==> src/rtl/pwr_load_pkg.sv <==
package pwr_load_pkg;
  typedef enum logic [1:0] {
    FREQ_STOP       = 2'b00,
    FREQ_THIRD      = 2'b01,
    FREQ_TWO_THIRDS = 2'b10,
    FREQ_FULL       = 2'b11
  } freq_e;

  localparam int unsigned CADENCE_LEN = 3;
endpackage

==> src/rtl/freq_ctrl.sv <==
module freq_ctrl
  import pwr_load_pkg::*;
(
  input  logic       clk_i,
  input  logic       rst_ni,
  input  logic       step_i,
  output logic [1:0] code_o,
  output logic       ce_o
);
  localparam int unsigned PH_W = $clog2(CADENCE_LEN);

  freq_e             freq_q;
  logic [PH_W-1:0]   phase_q;

  always_ff @(posedge clk_i or negedge rst_ni) begin
    if (!rst_ni) freq_q <= FREQ_STOP;
    else if (step_i) freq_q <= freq_e'(freq_q + 2'd1);
  end

  // free-running phase, period CADENCE_LEN
  always_ff @(posedge clk_i or negedge rst_ni) begin
    if (!rst_ni) phase_q <= '0;
    else if (phase_q == PH_W'(CADENCE_LEN - 1)) phase_q <= '0;
    else phase_q <= phase_q + 1'b1;
  end

  always_comb begin
    unique case (freq_q)
      FREQ_STOP:       ce_o = 1'b0;
      FREQ_THIRD:      ce_o = (phase_q == '0);
      FREQ_TWO_THIRDS: ce_o = (phase_q != PH_W'(CADENCE_LEN - 1));
      default:         ce_o = 1'b1;
    endcase
  end

  assign code_o = freq_q;

  AST_FREQ_STEP: assert property (@(posedge clk_i) disable iff (!rst_ni)
    step_i |=> (code_o == 2'($past(code_o) + 2'd1)));
  AST_FREQ_HOLD: assert property (@(posedge clk_i) disable iff (!rst_ni)
    !step_i |=> $stable(code_o));
  AST_CE_FULL: assert property (@(posedge clk_i) disable iff (!rst_ni)
    (code_o == FREQ_FULL) |-> ce_o);
  AST_CE_STOP: assert property (@(posedge clk_i) disable iff (!rst_ni)
    (code_o == FREQ_STOP) |-> !ce_o);
  AST_CE_THIRD_GAP: assert property (@(posedge clk_i) disable iff (!rst_ni)
    (code_o == FREQ_THIRD && ce_o && !step_i) |=> !ce_o);
endmodule

==> src/rtl/res_ctrl.sv <==
module res_ctrl #(
  parameter int unsigned NUM_UNITS = 20,
  localparam int unsigned LVL_W = $clog2(NUM_UNITS)
) (
  input  logic             clk_i,
  input  logic             rst_ni,
  input  logic             step_i,
  output logic [LVL_W-1:0] level_o
);
  localparam logic [LVL_W-1:0] LVL_MAX = LVL_W'(NUM_UNITS - 1);

  logic [LVL_W-1:0] level_q;

  always_ff @(posedge clk_i or negedge rst_ni) begin
    if (!rst_ni) level_q <= '0;
    else if (step_i) level_q <= (level_q == LVL_MAX) ? '0 : level_q + 1'b1;
  end

  assign level_o = level_q;

  AST_RES_RANGE: assert property (@(posedge clk_i) disable iff (!rst_ni)
    level_o <= LVL_MAX);
  AST_RES_WRAP: assert property (@(posedge clk_i) disable iff (!rst_ni)
    (step_i && level_o == LVL_MAX) |=> (level_o == '0));
  AST_RES_HOLD: assert property (@(posedge clk_i) disable iff (!rst_ni)
    !step_i |=> $stable(level_o));
endmodule

==> src/rtl/unit_dec.sv <==
module unit_dec #(
  parameter int unsigned NUM_UNITS = 20,
  parameter int unsigned PINS_PER_UNIT = 8,
  localparam int unsigned LVL_W = $clog2(NUM_UNITS),
  localparam int unsigned CNT_W = $clog2(NUM_UNITS * PINS_PER_UNIT + 1)
) (
  input  logic [LVL_W-1:0]     level_i,
  input  logic                 oe_i,
  output logic [NUM_UNITS-1:0] unit_en_o,
  output logic [NUM_UNITS-1:0] pin_en_o,
  output logic [CNT_W-1:0]     active_pins_o
);
  for (genvar i = 0; i < NUM_UNITS; i++) begin : g_unit
    assign unit_en_o[i] = (LVL_W'(i) <= level_i);
    assign pin_en_o[i]  = unit_en_o[i] & oe_i;
  end

  assign active_pins_o = CNT_W'((CNT_W'(level_i) + CNT_W'(1)) * CNT_W'(PINS_PER_UNIT));
endmodule

==> src/rtl/pwr_load_ctrl.sv <==
module pwr_load_ctrl #(
  parameter int unsigned NUM_UNITS = 20,
  parameter int unsigned PINS_PER_UNIT = 8,
  localparam int unsigned LVL_W = $clog2(NUM_UNITS),
  localparam int unsigned CNT_W = $clog2(NUM_UNITS * PINS_PER_UNIT + 1)
) (
  input  logic                 clk_i,
  input  logic                 rst_ni,
  input  logic                 freq_btn_i,
  input  logic                 res_btn_i,
  input  logic                 oe_btn_i,
  output logic [1:0]           freq_code_o,
  output logic [LVL_W-1:0]     res_code_o,
  output logic                 oe_led_o,
  output logic                 clk_en_o,
  output logic [NUM_UNITS-1:0] unit_en_o,
  output logic [NUM_UNITS-1:0] pin_en_o,
  output logic [CNT_W-1:0]     active_pins_o
);
  logic             oe_q;
  logic [LVL_W-1:0] level;

  always_ff @(posedge clk_i or negedge rst_ni) begin
    if (!rst_ni) oe_q <= 1'b0;
    else if (oe_btn_i) oe_q <= ~oe_q;
  end

  freq_ctrl u_freq (
    .clk_i  (clk_i),
    .rst_ni (rst_ni),
    .step_i (freq_btn_i),
    .code_o (freq_code_o),
    .ce_o   (clk_en_o)
  );

  res_ctrl #(.NUM_UNITS(NUM_UNITS)) u_res (
    .clk_i   (clk_i),
    .rst_ni  (rst_ni),
    .step_i  (res_btn_i),
    .level_o (level)
  );

  unit_dec #(.NUM_UNITS(NUM_UNITS), .PINS_PER_UNIT(PINS_PER_UNIT)) u_dec (
    .level_i       (level),
    .oe_i          (oe_q),
    .unit_en_o     (unit_en_o),
    .pin_en_o      (pin_en_o),
    .active_pins_o (active_pins_o)
  );

  assign res_code_o = level;
  assign oe_led_o   = oe_q;

  AST_OE_TOGGLE: assert property (@(posedge clk_i) disable iff (!rst_ni)
    oe_btn_i |=> (oe_led_o != $past(oe_led_o)));
  AST_UNIT_COUNT: assert property (@(posedge clk_i) disable iff (!rst_ni)
    $countones(unit_en_o) == int'(res_code_o) + 1);
  AST_UNIT_BASE: assert property (@(posedge clk_i) disable iff (!rst_ni)
    unit_en_o[0]);
  AST_PIN_GATED: assert property (@(posedge clk_i) disable iff (!rst_ni)
    !oe_led_o |-> (pin_en_o == '0));
  AST_PIN_FOLLOW: assert property (@(posedge clk_i) disable iff (!rst_ni)
    oe_led_o |-> (pin_en_o == unit_en_o));
endmodule

==> config.mk <==
export PLATFORM = sky130hd
export DESIGN_NAME = pwr_load_ctrl
export DESIGN_NICKNAME = d
export VERILOG_FILES = /design/src/rtl/pwr_load_pkg.sv /design/src/rtl/freq_ctrl.sv /design/src/rtl/res_ctrl.sv /design/src/rtl/unit_dec.sv /design/src/rtl/pwr_load_ctrl.sv
export SDC_FILE = /design/constraint.sdc
export NUM_CORES = 1
export LEC_CHECK = 0
export BUFFER_PORTS_ARGS = -buffer_cell sky130_fd_sc_hd__buf_4
export CORE_UTILIZATION = 46
export DETAILED_ROUTE_END_ITERATION = 6
export PLACE_DENSITY = 0.84
export SLEW_MARGIN = 10
export SYNTH_ARGS = -nofsm -noshare
export SYNTH_HDL_FRONTEND = slang
export SYNTH_HIERARCHICAL = 1
export SYNTH_SLANG_ARGS = --single-unit
==> constraint.sdc <==
create_clock -name clk_i -period 2.7 [get_ports clk_i]
set_input_delay 0.54 -clock clk_i [delete_from_list [all_inputs] [get_ports clk_i]]
set_output_delay 0.54 -clock clk_i [all_outputs]
set_load 0.05 [all_outputs]
==> flow_metrics.tcl <==
set metrics [dict create \
    outcome "finished clean" \
    yosys-mux-area-fraction_pct 2.23 \
    drt_iter0_drc 28 \
    ys_ff_latch 10 \
    grtUsageMet3_pct 5.30 \
    fin_nets 201 \
    io_pins 62 \
    rows 16 \
    clkTransAtPathRegs_ns 0.07 \
    drv_slew 0 \
    synthTopCellsByArea "dfrtp_1 25%, a21oi_1 13%, ha_1 8.7%" \
    htreeDepth 1 \
    io_buffers 58 \
    synthSimpleGateAreaFrac_pct 21.2 \
    use_met1_pct 31.2 \
    synth_top_family_by_area "compound AO/OA/AOI/OAI gates" \
    synthFlopType "dfrtp_1" \
    cts_buffer_depth 2 \
    fin_crit_ns 2.54 \
    grt_pass1_wl_um 4260 \
    drt-total-wl_um 2710 \
    synth_area_um2 1010 \
    die_h_um 48.8 \
    end_kind "primary output" \
    cts_root_buffer "clkbuf_4" \
    worstPathMaxFanout 19 \
    synth.avg_cell_area_um2 7.64 \
    maxCapViolCount 0 \
    drc 0 \
    skew_ns 0.000473 \
    die_width_um 48.8 \
    cts_buffers 3 \
    finalCritPeriodShare_pct 94.0 \
    core_area_um2 2000 \
    hold_ws_ns 0.0893 \
    hp-class "in -> async" \
    dieArea_um2 2380 \
    grt_overflow 0 \
    holdBufCountCts 0 \
    drive_gt1_share_pct 46.8 \
    area_growth_pct 49.9 \
    start_util_pct 50.4 \
    cts_tree "done" \
    num_antenna_cells 0 \
    cts.sinks 10 \
    avgRoutedWirePerCell_um 12.6 \
    finalHoldViolations 0 \
    cp.arrival_ns 2.00 \
    synth_common_cells "27 x a21oi_1, 14 x nand2_1, 12 x inv_1" \
    yosys_warnings 6 \
    gr-usage-met2_pct 36.8 \
    fin_cells 215 \
    ys_async_sr_fraction_pct 100 \
    globalplace.congestion 0.808 \
    vias 1108 \
    relSlewSlack_pct 59.3 \
    grt.busiest_layer "met2" \
    post_cts_resized 0 \
    utilization_pct 75.5 \
    synth_edf_count 0 \
    dp.cells 211 \
    fmax_ghz 0.394 \
    critPathRequiredTime_ns 2.16 \
    rsz0062_at_grt "false" \
    yosys.area.top_type_share_pct 24.8 \
    tightestPinTransition_ns 0.611 \
    viasPerCell 5.15 \
    first_global_vias 948 \
    yosysMostFrequentCell "a21oi_1" \
    worst_setup_path_start_kind "register" \
    cts_setup_buffers 0 \
    synth-xor-area-share_pct 5.21 \
    antenna_found_initial 0 \
    dp_hpwl_um 2120 \
    synth.yosys.seq_area_share_pct 24.8 \
    synth_compound_gate_area_share_pct 23.9 \
    grtUsageTotal_pct 22.6 \
    ant_nets 0 \
    synth_adder_area_share_pct 8.68 \
    synth.largest_area_cell "dfrtp_1" \
    setup_viol_count_final 0 \
    syn_inst 132 \
    clock_latency_ns 0.26 \
    yosysUniqueCellTypes 34 \
    grt_max_degree 21 \
    path_class "reg -> out" \
    first_pass_iters 4 \
]
## layout by cell type (no fill, tap or decap), types with 2 or more instances in the layout
cell	n
xnor2_1	3
o21ai_1	6
nand2_1	13
nand3_1	3
ha_1	7
nand4_1	2
a21oi_1	21
dfrtp_1	9
nor4_1	2
nor2_2	3
clkbuf_4	3
buf_4	61
mux2_2	2
nor2_1	6
inv_1	12
a21oi_2	6
nor3_2	2
conb_1	3
xor2_1	3
o21ai_0	3
## logic make-up (layout without fill, tap and decap cells)
kind of cell | Yosys count | in the layout
AND/OR/NAND/NOR | 39 | 39
XOR/XNOR | 6 | 6
AO/OA/AOI/OAI | 44 | 44
adder cells (fa/ha/maj) | 7 | 7
other | 1 | 3
buffers and inverters | 23 | 77
flip-flops | 10 | 10
multiplexers | 2 | 2
## cell type report
type                            count  area [µm²]
Multi-Input combinational cell    101         687
Tap cell                           27        33.8
Clock buffer                        4        36.3
Fill cell                         161         490
Inverter                           12        45.0
Timing Repair Buffer               61         458
Sequential cell                    10         251
## sequential cells by signal, indices dropped and copies added, names as in the netlist
name,count
oe_led_o,1
u_freq/code_o,2
u_freq/phase_q,2
u_res/level_o,5
## through the flow
step	worst slack, ns	area, µm²	TNS (ns)
finish	0.161	1510	0
global route	0.0261	1510	0
CTS	0.174	1510	0
detailed placement	0.472	1480	0
global placement	0.548	1480	0
floorplan	-0.107	1070	-0.454
## worst max-delay path, stage by stage (launching register included)
cell,delay [ns]
dfrtp_2,0.57
inv_1,0.13
ha_1,0.25
nor3_2,0.41
a21oi_1,0.15
buf_4,0.22
## path summary, 6_finish.rpt
path	startpoint	to	slack, ns	cells after the start
hold reg to reg	u_freq/phase_q[1]	u_freq/phase_q[1]	0.46	1
hold / removal	rst_ni	oe_led_o	0.09	1
setup / recovery	u_res/level_o[0]	pin_en_o[8]	0.16	5
max in group asynchronous	rst_ni	u_res/level_o[0]	2.46	1
min in group clk_i	oe_btn_i	oe_led_o	0.44	2
setup reg to reg	u_res/level_o[0]	u_res/level_o[4]	1.23	4
## metal layers
layer  vias up  wire length (µm)  part of all wire (%)
met5         -                 0                     0
met4         0                 6                  0.22
met3         2               152                   5.6
met2        46              1280                    47
met1       499              1270                    47
li1        561                 -                     -
Power is left out: the tool's default activity adds up to more than one toggle a clock period on the data nets, which glitch-free logic cannot reach.
